File: src/rtl/ivt_pkg.sv
package ivt_pkg;

    localparam int DATA_W   = 8;
    localparam int ADDR_W   = 4;
    localparam int CNT_W    = 2 * DATA_W;
    localparam int N_TMR    = 2;
    localparam int MODE_BIT = 0;

    // Register addresses; the rest of the space reads as zero
    typedef enum logic [ADDR_W-1:0] {
        A_T1_CLO = 4'h0,
        A_T1_CHI = 4'h1,
        A_T1_LLO = 4'h2,
        A_T1_LHI = 4'h3,
        A_T2_CLO = 4'h4,
        A_T2_CHI = 4'h5,
        A_MODE   = 4'h6
    } reg_addr_e;

    // Per-timer control decoded from the register port
    typedef struct packed {
        logic             load;
        logic [CNT_W-1:0] load_val;
        logic             ack;
        logic             clr;
    } tmr_ctl_t;

    function automatic logic [DATA_W-1:0] lo_byte(input logic [CNT_W-1:0] v);
        return v[DATA_W-1:0];
    endfunction

    function automatic logic [DATA_W-1:0] hi_byte(input logic [CNT_W-1:0] v);
        return v[CNT_W-1:DATA_W];
    endfunction

endpackage

File: src/rtl/ivt_timer.sv
module ivt_timer
    import ivt_pkg::*;
#(
    parameter bit RELOAD = 1'b1
) (
    input  logic             clk,
    input  logic             rst,
    input  logic             tick_en,
    input  logic             cont_mode,
    input  tmr_ctl_t         ctl,
    input  logic [CNT_W-1:0] reload_val,
    output logic [CNT_W-1:0] count,
    output logic             flag
);

    logic [CNT_W-1:0] cnt_q;
    logic [CNT_W-1:0] step;
    logic             wrap_q;
    logic             armed_q;
    logic             flag_q;
    logic             hit;

    // A reloading slice takes the latch one tick after passing through all-ones
    assign step = (RELOAD && wrap_q) ? reload_val : cnt_q - CNT_W'(1);
    assign hit  = tick_en && !ctl.load && (step == '0) && (cont_mode || armed_q);

    always_ff @(posedge clk) begin
        if (rst) begin
            cnt_q   <= '1;
            wrap_q  <= 1'b0;
            armed_q <= 1'b0;
        end else if (ctl.load) begin
            cnt_q   <= ctl.load_val;
            wrap_q  <= 1'b0;
            armed_q <= 1'b1;
        end else if (tick_en) begin
            cnt_q  <= step;
            wrap_q <= (cnt_q == '0);
            if (hit) begin
                armed_q <= 1'b0;
            end
        end
    end

    always_ff @(posedge clk) begin
        if (rst) begin
            flag_q <= 1'b0;
        end else if (ctl.load) begin
            flag_q <= 1'b0;
        end else if (hit) begin
            flag_q <= 1'b1;
        end else if (ctl.ack || ctl.clr) begin
            flag_q <= 1'b0;
        end
    end

    assign count = cnt_q;
    assign flag  = flag_q;

endmodule

File: src/rtl/dual_ivl_timer.sv
module dual_ivl_timer
    import ivt_pkg::*;
(
    input  logic              clk,
    input  logic              rst,
    input  logic              tick_en,
    input  logic [ADDR_W-1:0] addr,
    input  logic [DATA_W-1:0] wdata,
    input  logic              wr_en,
    input  logic              rd_en,
    output logic [DATA_W-1:0] rdata,
    output logic              t1_irq,
    output logic              t2_irq
);

    logic [CNT_W-1:0]  t1_latch;
    logic [DATA_W-1:0] t2_lat_lo;
    logic              mode_cont;

    tmr_ctl_t          ctl        [N_TMR];
    logic [CNT_W-1:0]  cnt        [N_TMR];
    logic [CNT_W-1:0]  reload_src [N_TMR];
    logic [N_TMR-1:0]  cont_sel;
    logic [N_TMR-1:0]  flag;

    // Register-port decode into per-timer controls
    always_comb begin
        ctl[0] = '{load:     wr_en && (addr == A_T1_CHI),
                   load_val: {wdata, t1_latch[DATA_W-1:0]},
                   ack:      rd_en && (addr == A_T1_CLO),
                   clr:      wr_en && (addr == A_T1_LHI)};
        ctl[1] = '{load:     wr_en && (addr == A_T2_CHI),
                   load_val: {wdata, t2_lat_lo},
                   ack:      rd_en && (addr == A_T2_CLO),
                   clr:      1'b0};
        reload_src[0] = t1_latch;
        reload_src[1] = '1;
        cont_sel      = {1'b0, mode_cont};
    end

    always_ff @(posedge clk) begin
        if (rst) begin
            t1_latch  <= '1;
            t2_lat_lo <= '1;
            mode_cont <= 1'b0;
        end else if (wr_en) begin
            case (addr)
                A_T1_CLO, A_T1_LLO: t1_latch[DATA_W-1:0]     <= wdata;
                A_T1_CHI, A_T1_LHI: t1_latch[CNT_W-1:DATA_W] <= wdata;
                A_T2_CLO:           t2_lat_lo                <= wdata;
                A_MODE:             mode_cont                <= wdata[MODE_BIT];
                default: ;
            endcase
        end
    end

    for (genvar gi = 0; gi < N_TMR; gi++) begin : g_tmr
        ivt_timer #(
            .RELOAD (gi == 0)
        ) u_tmr (
            .clk        (clk),
            .rst        (rst),
            .tick_en    (tick_en),
            .cont_mode  (cont_sel[gi]),
            .ctl        (ctl[gi]),
            .reload_val (reload_src[gi]),
            .count      (cnt[gi]),
            .flag       (flag[gi])
        );
    end

    always_comb begin
        rdata = '0;
        if (rd_en) begin
            case (addr)
                A_T1_CLO: rdata = lo_byte(cnt[0]);
                A_T1_CHI: rdata = hi_byte(cnt[0]);
                A_T1_LLO: rdata = lo_byte(t1_latch);
                A_T1_LHI: rdata = hi_byte(t1_latch);
                A_T2_CLO: rdata = lo_byte(cnt[1]);
                A_T2_CHI: rdata = hi_byte(cnt[1]);
                A_MODE:   rdata = {{(DATA_W-1){1'b0}}, mode_cont};
                default:  rdata = '0;
            endcase
        end
    end

    assign t1_irq = flag[0];
    assign t2_irq = flag[1];

endmodule

File: config.mk
export PLATFORM = sky130hd
export DESIGN_NAME = dual_ivl_timer
export DESIGN_NICKNAME = d
export VERILOG_FILES = /design/src/rtl/ivt_pkg.sv /design/src/rtl/ivt_timer.sv /design/src/rtl/dual_ivl_timer.sv
export SDC_FILE = /design/constraint.sdc
export NUM_CORES = 1
export LEC_CHECK = 0
export ABC_AREA = 1
export BUFFER_PORTS_ARGS = -buffer_cell sky130_fd_sc_hd__buf_4
export CORE_ASPECT_RATIO = 2
export CORE_UTILIZATION = 42
export CTS_CLUSTER_DIAMETER = 50
export CTS_CLUSTER_SIZE = 14
export DETAILED_ROUTE_END_ITERATION = 7
export GPL_ROUTABILITY_DRIVEN = 0
export SLEW_MARGIN = 10
export SYNTH_ARGS = -nofsm -noshare
export SYNTH_HDL_FRONTEND = slang
export SYNTH_SLANG_ARGS = --single-unit
File: constraint.sdc
create_clock -name clk -period 3.15 [get_ports clk]
set_clock_uncertainty 0.1 [all_clocks]
set_input_delay 0.4725 -clock clk [delete_from_list [all_inputs] [get_ports clk]]
set_output_delay 0.4725 -clock clk [all_outputs]
set_load 0.05 [all_outputs]
Yosys cells after proc, flatten, opt, wreduce, memory -nomap -nowiden
Index checks and enable logic that the tools add are counted.
{"block": "word_totals", "regBits": 62, "latchBits": 0, "ram_bits": 0, "mem_bits_ro": 0, "inputBits": 17, "output_inout_bits": 10, "word_cells": 71, "memories": 0}
{"block": "classes", "addsub": 2, "mul": 0, "n_div": 0, "magnitude_cmp": 0, "eq_ne": 6, "shift": 0, "muxes": 17, "n_bitwise": 0, "n_reduce_logical": 35}
{"operator": "$mux 16", "count": 5}
{"operator": "$pmux 8 s7", "count": 1}
{"operator": "$logic_not 16->1", "count": 3}
{"operator": "$sub 16x1->16 const B", "count": 2}
{"operator": "$eq 4x3->1 const B", "count": 3}
{"operator": "$reduce_and 2->1", "count": 6}
{"operator": "$reduce_bool 2->1", "count": 6}
{"operator": "$logic_and 1x1->1", "count": 11}
{"operator": "$mux 1", "count": 10}
{"operator": "$eq 4x2->1 const B", "count": 2}
{"operator": "$mux 8", "count": 1}
{"operator": "$reduce_or 2->1", "count": 4}
{"operator": "$eq 4x1->1 const B", "count": 1}
{"operator": "$logic_not 4->1", "count": 1}
{"operator": "$logic_not 1->1", "count": 2}
{"operator": "$logic_or 1x1->1", "count": 2}

Longest topological paths before layout
{"block": "depth", "word_depth": 9, "depth_mapped": 14, "ltp_nobuf": 14}

Hierarchy
A second synthesis with hierarchy kept.
{"block": "hier_totals", "cells_unflattened": 646, "hier_area_um2": 4147.7}
{"mod": "dual_ivl_timer", "n_inst": 1, "cells_each": 226, "area_per_inst_um2": 1501.4, "seq_area_each_um2": 500.5}
{"mod": "ivt_timer at g_tmr[0].u_tmr", "n_inst": 1, "cells_each": 231, "area_per_inst_um2": 1433.9, "seq_area_each_um2": 380.4}
{"mod": "ivt_timer at g_tmr[1].u_tmr", "n_inst": 1, "cells_each": 189, "area_per_inst_um2": 1212.4, "seq_area_each_um2": 360.3}

Worst setup path after synthesis
No wires, ideal clock.
{"block": "synth_timing", "path_type": "input -> output", "start": "input addr[3]", "end": "output rdata[2]", "t_arrival_ns": 1.972, "required_ns": 2.577, "slack_ns": 0.605, "cell_stages": 7, "path_buffers": 0, "cell_sequence": "nor2_2 > nand2_1 > nor2_2 > inv_1 > o22ai_1 > a21oi_1 > a21oi_1"}
{"block": "synth_via", "elab_chain_len": 3, "elab_cells_between_ends": 9, "cone_classes": "eq/ne: 6; mux: 2; reduce/logical: 1"}
{"item": "from (decl)", "line": "dual_ivl_timer.sv:7", "rtl": "input logic [ADDR_W-1:0] addr,"}
{"item": "$eq 4x3->1 (tied with other cells)", "line": "dual_ivl_timer.sv:75", "rtl": "case (addr)"}
{"item": "$pmux 8 s7 *", "line": "dual_ivl_timer.sv:75"}
{"item": "$mux 8 *", "line": "dual_ivl_timer.sv:74", "rtl": "if (rd_en) begin"}
{"item": "to (decl)", "line": "dual_ivl_timer.sv:11", "rtl": "output logic [DATA_W-1:0] rdata,"}
Mark *: on every way between the ends. The rest lies on a longest branch, timed or not.

Worst setup path in the final report
Ends and elaborated chain as after synthesis.

==> flow_summary.toml <==
[status]
status = "completed"

[timing]
drv_slew = 0
finalSetupViolCount = 0
timing.final.ws_setup_ns = 0.619
worst_pin_slew_ns = 0.615
period_minus_slack_ns = 2.53
max_freq_mhz = 395
finalHoldViolations = 0
rsz0062_at_grt = "no"
relSlewSlack = 0.589
fin_crit_sh = 0.804
finalSetupTns_ns = 0

[grt]
grt_pass1_wl_um = 20700
antenna_found_initial = 0
overflow = 0
grt_max_degree = 34
grt_pass1_vias = 3802
grt_usage = 0.288

[synthesis]
synth_commonest_cells = "nand2_1, dfxtp_1, inv_1"
yosysTopAreaCellShare = 0.322
yosys-top-cells-area = "dfxtp_1, nand2_1, nand3_1"
seq_area_frac_synth = 0.322
syn_area_um2 = 3860
ys_types = 35
async_flop_share = 0
synth.ff_latch_count = 62
yosysWarnings = 0
ys.flop_type = "dfxtp_1"
synth_cells = 580
syn-num-nets = 600
synth_edf_count = 0
synth.most_common_cell = "nand2_1"
synth_largest_area_cell = "dfxtp_1"
syn_avg_cell_area_um2 = 6.66

[routing]
drc = 0
dr_wl_met2_um = 7160
wl_met3_um = 477
ant_nets = 0
wirelength_um = 13500
via_count = 4104
wl_met1_um = 4760
avgRoutedWirePerCell_um = 19.0
viasPerCell = 5.78
highest_layer = "met4"
drt_iter0_drc = 290
dr.pass1.iters = 5

[clock_tree]
post_cts_resized = 0
cts_buffer_depth = 2
cts_tree = "yes"
postCtsHoldBufs = 0
clock-sinks = 62
post_cts_buffers = 0
htree_levels = 3
cts-root-buf = "clkbuf_16"
cts_made_buffers = 9
clk_latency_ns = 0.33
clk_pin_slew_ns = 0.06

[cells_and_area]
layout.nets = 624
fillCellCount = 938
regArea_um2 = 1240
antenna_cells = 0
area_growth_pct = 14.5
final_cells = 710
drive_above_1_share = 0.164
multi_input_area_um2 = 2260

[critical_path]
required_ns = 2.58
worst_setup_path_start_kind = "primary input"
cp_slowest_cell = "nor2_2"
path_buf_inv = 3
path_delay_family = "simple AND/OR/NAND/NOR gates"
path_max_fanout = 7
slowest_delay_ns = 0.25
arrival_ns = 1.96
crit_type = "in2out"
cp-end-kind = "primary output"
worstPathCellList = "buf_4 > nor2_2 > nand2_1 > nor2_2 > inv_1 > o22ai_1 > a21oi_1 > a21oi_1 > buf_4"

[job]
drv_cap = 0

[pwr]
clkPwrFrac = 0.465
power.leakage_nw = 2.02
seq_power_share = 0.395
power_mw = 2.22
p_sw_mw = 0.625
power.internal_mw = 1.60
pwr_density_cell_nw_per_um2 = 502
p_comb_frac = 0.140
switching_share = 0.281
peakVddDrop_mv = 0.304

[min_path]
hp-class = "in2reg"

[placement]
port_buffers = 26
dp_slack_ns = 0.653
hpwl_um = 10600
placedCellCount = 695

[floorplan]
coreArea_um2 = 8950
std_cell_rows = 49
die-area_um2 = 9600
io_pins = 27
die_h_um = 138
die_w_um = 69.8
start_util = 0.431
stage by stage:
step	util	hold WS, ns	instance area [um^2]
after floorplan	-	0.329	3860
after global placement	0.459	0.341	4110
after detailed placement	0.459	0.348	4110
after CTS	0.494	0.322	4420
after global routing	0.494	0.327	4420
final	0.494	0.326	4420
power by group through the flow:
stage	clock (mW)	combinational [mW]	sequential (mW)
floorplan	0	0.207	0.876
global route	1.06	0.339	0.882
CTS	1.04	0.309	0.875
detailed placement	0	0.307	0.892
finish	1.03	0.311	0.877
global placement	0	0.304	0.891
placed cells by master (no fill, tap or decap), drive strengths merged, types with 3 or more instances in the layout:
cell type	n
nand2	172
nor2	66
inv	65
dfxtp	62
nand3	53
a21oi	45
buf	29
o21ai	23
o2111ai	16
o211ai	15
clkbuf	12
o22ai	10
xor2	8
o221ai	7
nand4	4
clkinv	4
or2	4
a221oi	3
ha	3
cell families after synthesis:
family,share of synthesized area
buffers and inverters,0.0927
AOI/OAI and AO/OA,0.202
adders and majority gates,0.00973
and+or+nand+nor,0.354
DFF,0.322
xor gates and xnor gates,0.0204
per-layer routing:
metal | up-vias | global-route usage
met3 | 58 | 0.0380
met5 | - | 0
li1 | 2004 | -
met2 | 146 | 0.540
met4 | 0 | 0.233
met1 | 1896 | 0.277
path summary, 6_finish.rpt:
| path | slack, ns | from | to | cells after the start |
|---|---|---|---|---|
| min reg2reg | 0.36 | t2_lat_lo[3] | t2_lat_lo[3] | 2 |
| max reg2reg | 0.97 | g_tmr[0].u_tmr.count[0] | g_tmr[0].u_tmr.flag | 11 |
| max | 0.62 | addr[3] | rdata[2] | 9 |
| min | 0.33 | wdata[7] | g_tmr[0].u_tmr.count[15] | 3 |
worst reg2reg max path: cells and delay by family, from the launching register on:
family / cells / cell delay, ns
adder cells (fa/ha/maj): 1 / 0.30
AO/OA/AOI/OAI: 3 / 0.45
flip-flops: 1 / 0.35
AND/OR/NAND/NOR: 5 / 0.67
buffers and inverters: 2 / 0.24
state kept, by name (all words and copies together) (netlist names):
signal               cells
g_tmr.u_tmr.armed_q      2
g_tmr.u_tmr.wrap_q       1
g_tmr.u_tmr.flag         2
g_tmr.u_tmr.count       32
t1_latch                16
t2_lat_lo                8
mode_cont                1
area by class of cell:
| cell class | count | area share |
|---|---|---|
| multi-input cells | 434 | 0.512 |
| flip-flops and latches | 62 | 0.281 |
| clock buffers | 12 | 0.0603 |
| inverters | 68 | 0.0595 |
| repair buffers | 29 | 0.0493 |
| well taps | 102 | 0.0289 |
| clock inverters | 3 | 0.00963 |
No activity file was read; power rests on OpenSTA's default activity.
